`config.mk`:
```
export PLATFORM = sky130hd
export DESIGN_NAME = frame_pacer
export DESIGN_NICKNAME = d
export VERILOG_FILES = /design/src/rtl/frame_pacer_pkg.sv /design/src/rtl/fp_sclk_div.sv /design/src/rtl/fp_sample_timer.sv /design/src/rtl/fp_frame_ctl.sv /design/src/rtl/frame_pacer.sv
export SDC_FILE = /design/constraint.sdc
export NUM_CORES = 1
export LEC_CHECK = 0
export BUFFER_PORTS_ARGS = -buffer_cell sky130_fd_sc_hd__buf_2
export CORE_MARGIN = 4
export CORE_UTILIZATION = 30
export CTS_CLUSTER_SIZE = 24
export DETAILED_ROUTE_END_ITERATION = 8
export SLEW_MARGIN = 20
export SYNTH_ARGS = -nofsm -noshare
export SYNTH_HDL_FRONTEND = slang
export SYNTH_SLANG_ARGS = --single-unit
export TNS_END_PERCENT = 1
```
`constraint.sdc`:
```
create_clock -name clk -period 6.6 [get_ports clk]
set_clock_uncertainty 0.05 [all_clocks]
set_input_delay 0 -clock clk [delete_from_list [all_inputs] [get_ports clk]]
set_output_delay 0 -clock clk [all_outputs]
set_load 0.01 [all_outputs]
```
`src/rtl/frame_pacer_pkg.sv`:
```
package frame_pacer_pkg;

  typedef enum logic [2:0] {
    FP_IDLE   = 3'd0,
    FP_SEEK_H = 3'd1,
    FP_SEEK_L = 3'd2,
    FP_SEEK_R = 3'd3,
    FP_XFER   = 3'd4
  } fp_state_e;

endpackage

```
`src/rtl/fp_sclk_div.sv`:
```
module fp_sclk_div #(
  parameter int DIV_W = 8
) (
  input  logic             clk,
  input  logic             rst_n,
  input  logic [DIV_W-1:0] div_i,
  output logic             sclk_o,
  output logic             rise_evt_o,
  output logic             fall_evt_o
);

  logic [DIV_W-1:0] cnt_q, cnt_d;
  logic             sclk_q, sclk_d;
  logic             tick;

  always_comb begin
    tick   = (cnt_q >= div_i);
    cnt_d  = tick ? '0 : cnt_q + 1'b1;
    sclk_d = tick ? ~sclk_q : sclk_q;
  end

  always_ff @(posedge clk or negedge rst_n) begin
    if (!rst_n) begin
      cnt_q  <= '0;
      sclk_q <= 1'b0;
    end else begin
      cnt_q  <= cnt_d;
      sclk_q <= sclk_d;
    end
  end

  assign sclk_o     = sclk_q;
  assign rise_evt_o = tick & ~sclk_q;
  assign fall_evt_o = tick & sclk_q;

  AST_DIV_BOUND: assert property (@(posedge clk) disable iff (!rst_n)
    cnt_q <= div_i);

  AST_HALF_HOLD: assert property (@(posedge clk) disable iff (!rst_n)
    (sclk_q != $past(sclk_q)) |-> (cnt_q == '0));

endmodule

```
`src/rtl/fp_sample_timer.sv`:
```
module fp_sample_timer #(
  parameter int TMR_W = 16
) (
  input  logic             clk,
  input  logic             rst_n,
  input  logic [TMR_W-1:0] reload_i,
  output logic             expire_o
);

  logic [TMR_W-1:0] cnt_q, cnt_d;
  logic             wrap;

  always_comb begin
    wrap  = (cnt_q >= reload_i);
    cnt_d = wrap ? '0 : cnt_q + 1'b1;
  end

  always_ff @(posedge clk or negedge rst_n) begin
    if (!rst_n) begin
      cnt_q <= '0;
    end else begin
      cnt_q <= cnt_d;
    end
  end

  assign expire_o = wrap;

  AST_TMR_BOUND: assert property (@(posedge clk) disable iff (!rst_n)
    cnt_q <= reload_i);

  AST_TMR_SPACING: assert property (@(posedge clk) disable iff (!rst_n)
    (expire_o && reload_i != '0) |=> !expire_o);

endmodule

```
`src/rtl/fp_frame_ctl.sv`:
```
module fp_frame_ctl
  import frame_pacer_pkg::*;
#(
  parameter int WORD_W = 16
) (
  input  logic              clk,
  input  logic              rst_n,
  input  logic              expire_i,
  input  logic              rise_evt_i,
  input  logic              fall_evt_i,
  input  logic [WORD_W-1:0] ctrl_word_i,
  input  logic              sdi_i,
  output logic              fs_n_o,
  output logic              sdo_o,
  output logic [WORD_W-1:0] rx_word_o,
  output logic              rx_valid_o
);

  localparam int BIT_W = $clog2(WORD_W + 1);
  localparam logic [BIT_W-1:0] LAST_BIT = BIT_W'(WORD_W - 1);

  fp_state_e         state_q, state_d;
  logic              pend_q, pend_d;
  logic [WORD_W-1:0] tx_q, tx_d;
  logic [WORD_W-1:0] sh_q, sh_d;
  logic [WORD_W-1:0] word_q, word_d;
  logic [BIT_W-1:0]  bit_q, bit_d;
  logic              fs_n_q, fs_n_d;
  logic              valid_q, valid_d;
  logic              take_req;

  always_comb begin
    state_d  = state_q;
    tx_d     = tx_q;
    sh_d     = sh_q;
    word_d   = word_q;
    bit_d    = bit_q;
    fs_n_d   = fs_n_q;
    valid_d  = 1'b0;
    take_req = 1'b0;
    unique case (state_q)
      FP_IDLE: begin
        if (pend_q) begin
          take_req = 1'b1;
          state_d  = FP_SEEK_H;
        end
      end
      FP_SEEK_H: begin
        if (rise_evt_i) state_d = FP_SEEK_L;
      end
      FP_SEEK_L: begin
        if (fall_evt_i) state_d = FP_SEEK_R;
      end
      FP_SEEK_R: begin
        if (rise_evt_i) begin
          state_d = FP_XFER;
          fs_n_d  = 1'b0;
          tx_d    = ctrl_word_i;
          bit_d   = '0;
        end
      end
      FP_XFER: begin
        if (fall_evt_i) begin
          sh_d  = {sh_q[WORD_W-2:0], sdi_i};
          tx_d  = {tx_q[WORD_W-2:0], 1'b0};
          bit_d = bit_q + 1'b1;
          if (bit_q == LAST_BIT) begin
            state_d = FP_IDLE;
            fs_n_d  = 1'b1;
            word_d  = {sh_q[WORD_W-2:0], sdi_i};
            valid_d = 1'b1;
          end
        end
      end
      default: state_d = FP_IDLE;
    endcase
    pend_d = take_req ? expire_i : (pend_q | expire_i);
  end

  always_ff @(posedge clk or negedge rst_n) begin
    if (!rst_n) begin
      state_q <= FP_IDLE;
      pend_q  <= 1'b0;
      tx_q    <= '0;
      sh_q    <= '0;
      word_q  <= '0;
      bit_q   <= '0;
      fs_n_q  <= 1'b1;
      valid_q <= 1'b0;
    end else begin
      state_q <= state_d;
      pend_q  <= pend_d;
      tx_q    <= tx_d;
      sh_q    <= sh_d;
      word_q  <= word_d;
      bit_q   <= bit_d;
      fs_n_q  <= fs_n_d;
      valid_q <= valid_d;
    end
  end

  assign fs_n_o     = fs_n_q;
  assign sdo_o      = tx_q[WORD_W-1];
  assign rx_word_o  = word_q;
  assign rx_valid_o = valid_q;

  AST_BITCNT_MAX: assert property (@(posedge clk) disable iff (!rst_n)
    bit_q <= BIT_W'(WORD_W));

  AST_VALID_PULSE: assert property (@(posedge clk) disable iff (!rst_n)
    valid_q |=> !valid_q);

  AST_PEND_HELD: assert property (@(posedge clk) disable iff (!rst_n)
    (pend_q && state_q != FP_IDLE) |=> pend_q);

  AST_SDO_HOLD: assert property (@(posedge clk) disable iff (!rst_n)
    (!fs_n_q && !$fell(fs_n_q) && !$past(fall_evt_i)) |-> $stable(sdo_o));

endmodule

```
`src/rtl/frame_pacer.sv`:
```
module frame_pacer #(
  parameter int DIV_W    = 8,
  parameter int TMR_W    = 16,
  parameter int WORD_W   = 16,
  parameter int SYNC_LEN = 2
) (
  input  logic              clk,
  input  logic              rst_n,
  input  logic [DIV_W-1:0]  div_i,
  input  logic [TMR_W-1:0]  reload_i,
  input  logic [WORD_W-1:0] ctrl_word_i,
  input  logic              sdi_i,
  output logic              sclk_o,
  output logic              fs_n_o,
  output logic              sdo_o,
  output logic [WORD_W-1:0] rx_word_o,
  output logic              rx_valid_o
);

  logic [SYNC_LEN-1:0] sync_q;
  logic                rst_int_n;
  logic                rise_evt, fall_evt, expire;

  generate
    if (SYNC_LEN == 1) begin : g_sync1
      always_ff @(posedge clk or negedge rst_n) begin
        if (!rst_n) sync_q <= '0;
        else        sync_q <= 1'b1;
      end
    end else begin : g_syncn
      always_ff @(posedge clk or negedge rst_n) begin
        if (!rst_n) sync_q <= '0;
        else        sync_q <= {sync_q[SYNC_LEN-2:0], 1'b1};
      end
    end
  endgenerate

  assign rst_int_n = sync_q[SYNC_LEN-1];

  fp_sclk_div #(.DIV_W(DIV_W)) u_div (
    .clk        (clk),
    .rst_n      (rst_int_n),
    .div_i      (div_i),
    .sclk_o     (sclk_o),
    .rise_evt_o (rise_evt),
    .fall_evt_o (fall_evt)
  );

  fp_sample_timer #(.TMR_W(TMR_W)) u_tmr (
    .clk      (clk),
    .rst_n    (rst_int_n),
    .reload_i (reload_i),
    .expire_o (expire)
  );

  fp_frame_ctl #(.WORD_W(WORD_W)) u_ctl (
    .clk         (clk),
    .rst_n       (rst_int_n),
    .expire_i    (expire),
    .rise_evt_i  (rise_evt),
    .fall_evt_i  (fall_evt),
    .ctrl_word_i (ctrl_word_i),
    .sdi_i       (sdi_i),
    .fs_n_o      (fs_n_o),
    .sdo_o       (sdo_o),
    .rx_word_o   (rx_word_o),
    .rx_valid_o  (rx_valid_o)
  );

  AST_FS_ON_RISE: assert property (@(posedge clk) disable iff (!rst_int_n)
    $fell(fs_n_o) |-> $rose(sclk_o));

  AST_FS_END_ON_FALL: assert property (@(posedge clk) disable iff (!rst_int_n)
    $rose(fs_n_o) |-> $fell(sclk_o));

  AST_VALID_AT_END: assert property (@(posedge clk) disable iff (!rst_int_n)
    rx_valid_o |-> $rose(fs_n_o));

endmodule

```
==> results.tsv <==
stage	metric	value	unit
global_routing	grt_pass1_wl	14.4	mm
power_and_ir_drop	combPwrFrac	19.5	%
logic_synthesis	netlist.area_leader.share	49.7	%
sta	rsz0062_at_grt	no	
critical_path	r2r_start	u_div.cnt_q[5]	
critical_path	crit_required	6770	ps
clocking	numCtsBuffers	9	
logic_synthesis	postSynth.asyncResetShare	100	%
cells_and_area	design_area	5290	sq um
cells_and_area	layout_common_cells	dfrtp_1, buf_2, nor2_1	
global_routing	grt_pass1_vias	3108	
place	hpwl	5.84	mm
logic_synthesis	synth_area_leaders	dfrtp_1, ha_1, mux2_2	
cells_and_area	final_nets	554	
sta	finalCriticalPeriod	3440	ps
route	wl_per_cell	12.5	um
clocking	post_cts_resized	0	
logic_synthesis	postSynthCellCount	403	
power_and_ir_drop	switchingPower	460	uW
place	dp.cells	632	
logic_synthesis	ys.flop_type	dfrtp_1	
route	routed_wl	8.34	mm
logic_synthesis	ys_ff_latch	85	
logic_synthesis	syn-cell-area	4230	sq um
floorplanning	core-area	13800	sq um
status	status	complete, no violations	
route	drc	0	
cells_and_area	final_cell_count_no_fill	668	
route	via_per_inst	4.61	
critical_path	cp_max_fo	18	
cells_and_area	diodes	0	
clocking	cts_max_path_buffers	2	
global_routing	antenna_found_initial	0	
power_and_ir_drop	p_leak	0.00267	uW
critical_path	timing.rr.end	u_ctl.rx_word_o[3]	
clocking	path_clk_slew	70	ps
power_and_ir_drop	total_power	1610	uW
sta	relSlewSlack	28.9	%
clocking	hold_buffers	19	
power_and_ir_drop	clkPwrFrac	36.2	%
sta	fin_setup_tns	0	ps
critical_path	rrSetupSlack	3160	ps
sta	finalHoldViolCount	0	
floorplanning	dieHeight	127	um
logic_synthesis	syn_nets	474	
critical_path	crit_path_end_kind	flip-flop	
sta	maxSlewViolCount	0	
critical_path	critical_path_arrival	3610	ps
floorplanning	initial_utilization	30.6	%
critical_path	start_kind	flip-flop	
power_and_ir_drop	p_seq_share	44.3	%
power_and_ir_drop	max-vdd-ir-drop	186	uV
cells_and_area	drive_above_1_share	24.0	%
critical_path	r2r_cells	5	
route	drt-initial-drc-count	100	
route	final_antenna_net_count	0	
clocking	clk_root_buffer_cell	clkbuf_16	
place	place_area	4720	sq um
clocking	insertion_delay	330	ps
power_and_ir_drop	powerDensity	305	nW/um^2
sta	finalSetupViolCount	0	
logic_synthesis	yosysSeqAreaShare	50.3	%
cells_and_area	area_delta_synth_final	25.0	%
cells_and_area	multiInputGateArea	1930	sq um
logic_synthesis	yosys.area.top_type	dfrtp_1	
job	maxCapViolations	0	
clocking	cts_tree	yes	
logic_synthesis	synth-edff-count	0	
sta	post-route-period-util	52.1	%
sta	tightestPinTransition	1060	ps
global_routing	grt_overflow	0	
global_routing	grt_max_degree	84	
power_and_ir_drop	sw_frac_of_total	28.6	%
cells_and_area	seq_area	2130	sq um
floorplanning	die_w	127	um
floorplanning	die_area	16100	sq um
critical_path	crit_type	flip-flop to flip-flop	
hold_path	hold_path_class	flip-flop to async pin	
clocking	cts_max_level	3	
logic_synthesis	yosysUniqueCellTypes	45	
place	gp_congestion	0.772	
place	portBuffers	62	
clocking	cts.sinks	85	
route	via_count	3080	
sta	clock.fmax	291	MHz
floorplanning	ios	63	
logic_synthesis	yosysWarningCount	0	
floorplanning	rows	43	
global_routing	grt.total_usage	10.8	%
logic_synthesis	avgSynthCellArea	10.5	sq um
route	firstDrtPassIters	4	
clocking	cts_setup_buffers	0	
cells_and_area	final_common_cell	dfrtp_1	
power_and_ir_drop	p_int	1150	uW
cells_and_area	fillers	1345	
==> worst max-delay path: stages (launching register included) <==
cell     delay (ps)
dfrtp_1         420
ha_1            310
nand4_1         210
o31ai_2         960
and3_1          950
mux2_2          420
==> registers in the layout (all words and copies together) (netlist names) <==
| name | flops |
|---|---|
| sync_q | 2 |
| u_ctl.bit_q | 5 |
| u_ctl.fs_n_o | 1 |
| u_ctl.pend_q | 1 |
| u_ctl.rx_valid_o | 1 |
| u_ctl.rx_word_o | 16 |
| u_ctl.sh_q | 15 |
| u_ctl.state_q | 3 |
| u_ctl.tx_q | 16 |
| u_div.cnt_q | 8 |
| u_div.sclk_o | 1 |
| u_tmr.cnt_q | 16 |
==> power groups by stage <==
stage	combinational, uW	clock, uW	sequential, uW
global route	357	621	732
floorplan	232	0	704
global placement	286	0	721
finish	315	582	713
detailed placement	299	0	729
CTS	310	595	719
==> synthesized netlist by cell type, drive strengths merged, types with 3 or more instances <==
master	number
a21oi	12
a31oi	16
and3	7
buf	5
clkbuf	9
dfrtp	84
ha	28
inv	30
mux2	31
nand2	45
nand2b	4
nand3	14
nand4	3
nor2	51
nor3	5
o21a	3
o21ai	8
xnor2	11
xor2	10
==> through the flow <==
step	hold WS [ps]	worst slack (ps)	utilization, %
floorplan	-346	4010	-
global placement	-264	3300	34.2
detailed placement	-264	3180	34.2
CTS	306	3170	38.0
global route	291	2980	38.2
finish	244	3160	38.2
==> worst max-delay path by stage <==
stage | start | to | slack, ps | cells past startpoint
global placement | u_div.cnt_q[5] | u_ctl.rx_word_o[2] | 3300 | 5
detailed placement | u_div.cnt_q[5] | u_ctl.rx_word_o[3] | 3180 | 5
floorplan | sync_q[1] | u_ctl.bit_q[0] | 4010 | 0
CTS | u_div.cnt_q[5] | u_ctl.rx_word_o[3] | 3170 | 5
finish | u_div.cnt_q[5] | u_ctl.rx_word_o[3] | 3160 | 5
global route | u_div.cnt_q[5] | u_ctl.rx_word_o[2] | 2980 | 5
==> final cells by class <==
class	instances	area share, %
Sequential cell	85	40.3
Multi-Input combinational cell	274	36.6
Timing Repair Buffer	83	10.1
Clock buffer	10	4.33
Tap cell	180	4.26
Clock inverter	6	2.20
Inverter	30	2.13
==> metal layers <==
layer | part of all wire [%] | vias up | global-route usage, %
li1 | - | 1534 | -
met3 | 4.0 | 10 | 2.23
met4 | 1.3 | 0 | 3.97
met5 | 0 | - | 0
met1 | 48 | 1472 | 14.4
met2 | 47 | 64 | 17.2
==> logic make-up (layout without fill, tap and decap cells) <==
family,count (synthesis),in the layout,share of synthesized area (%)
simple gates,136,136,14.3
flops,85,85,50.3
compound gates,57,57,9.44
buf+inv,44,129,4.20
mux,31,31,8.96
fa+ha+maj,28,28,8.28
xor+xnor,21,21,4.35
other cells,1,1,0.0887
Note: power is estimated with default switching activity, not from simulation.
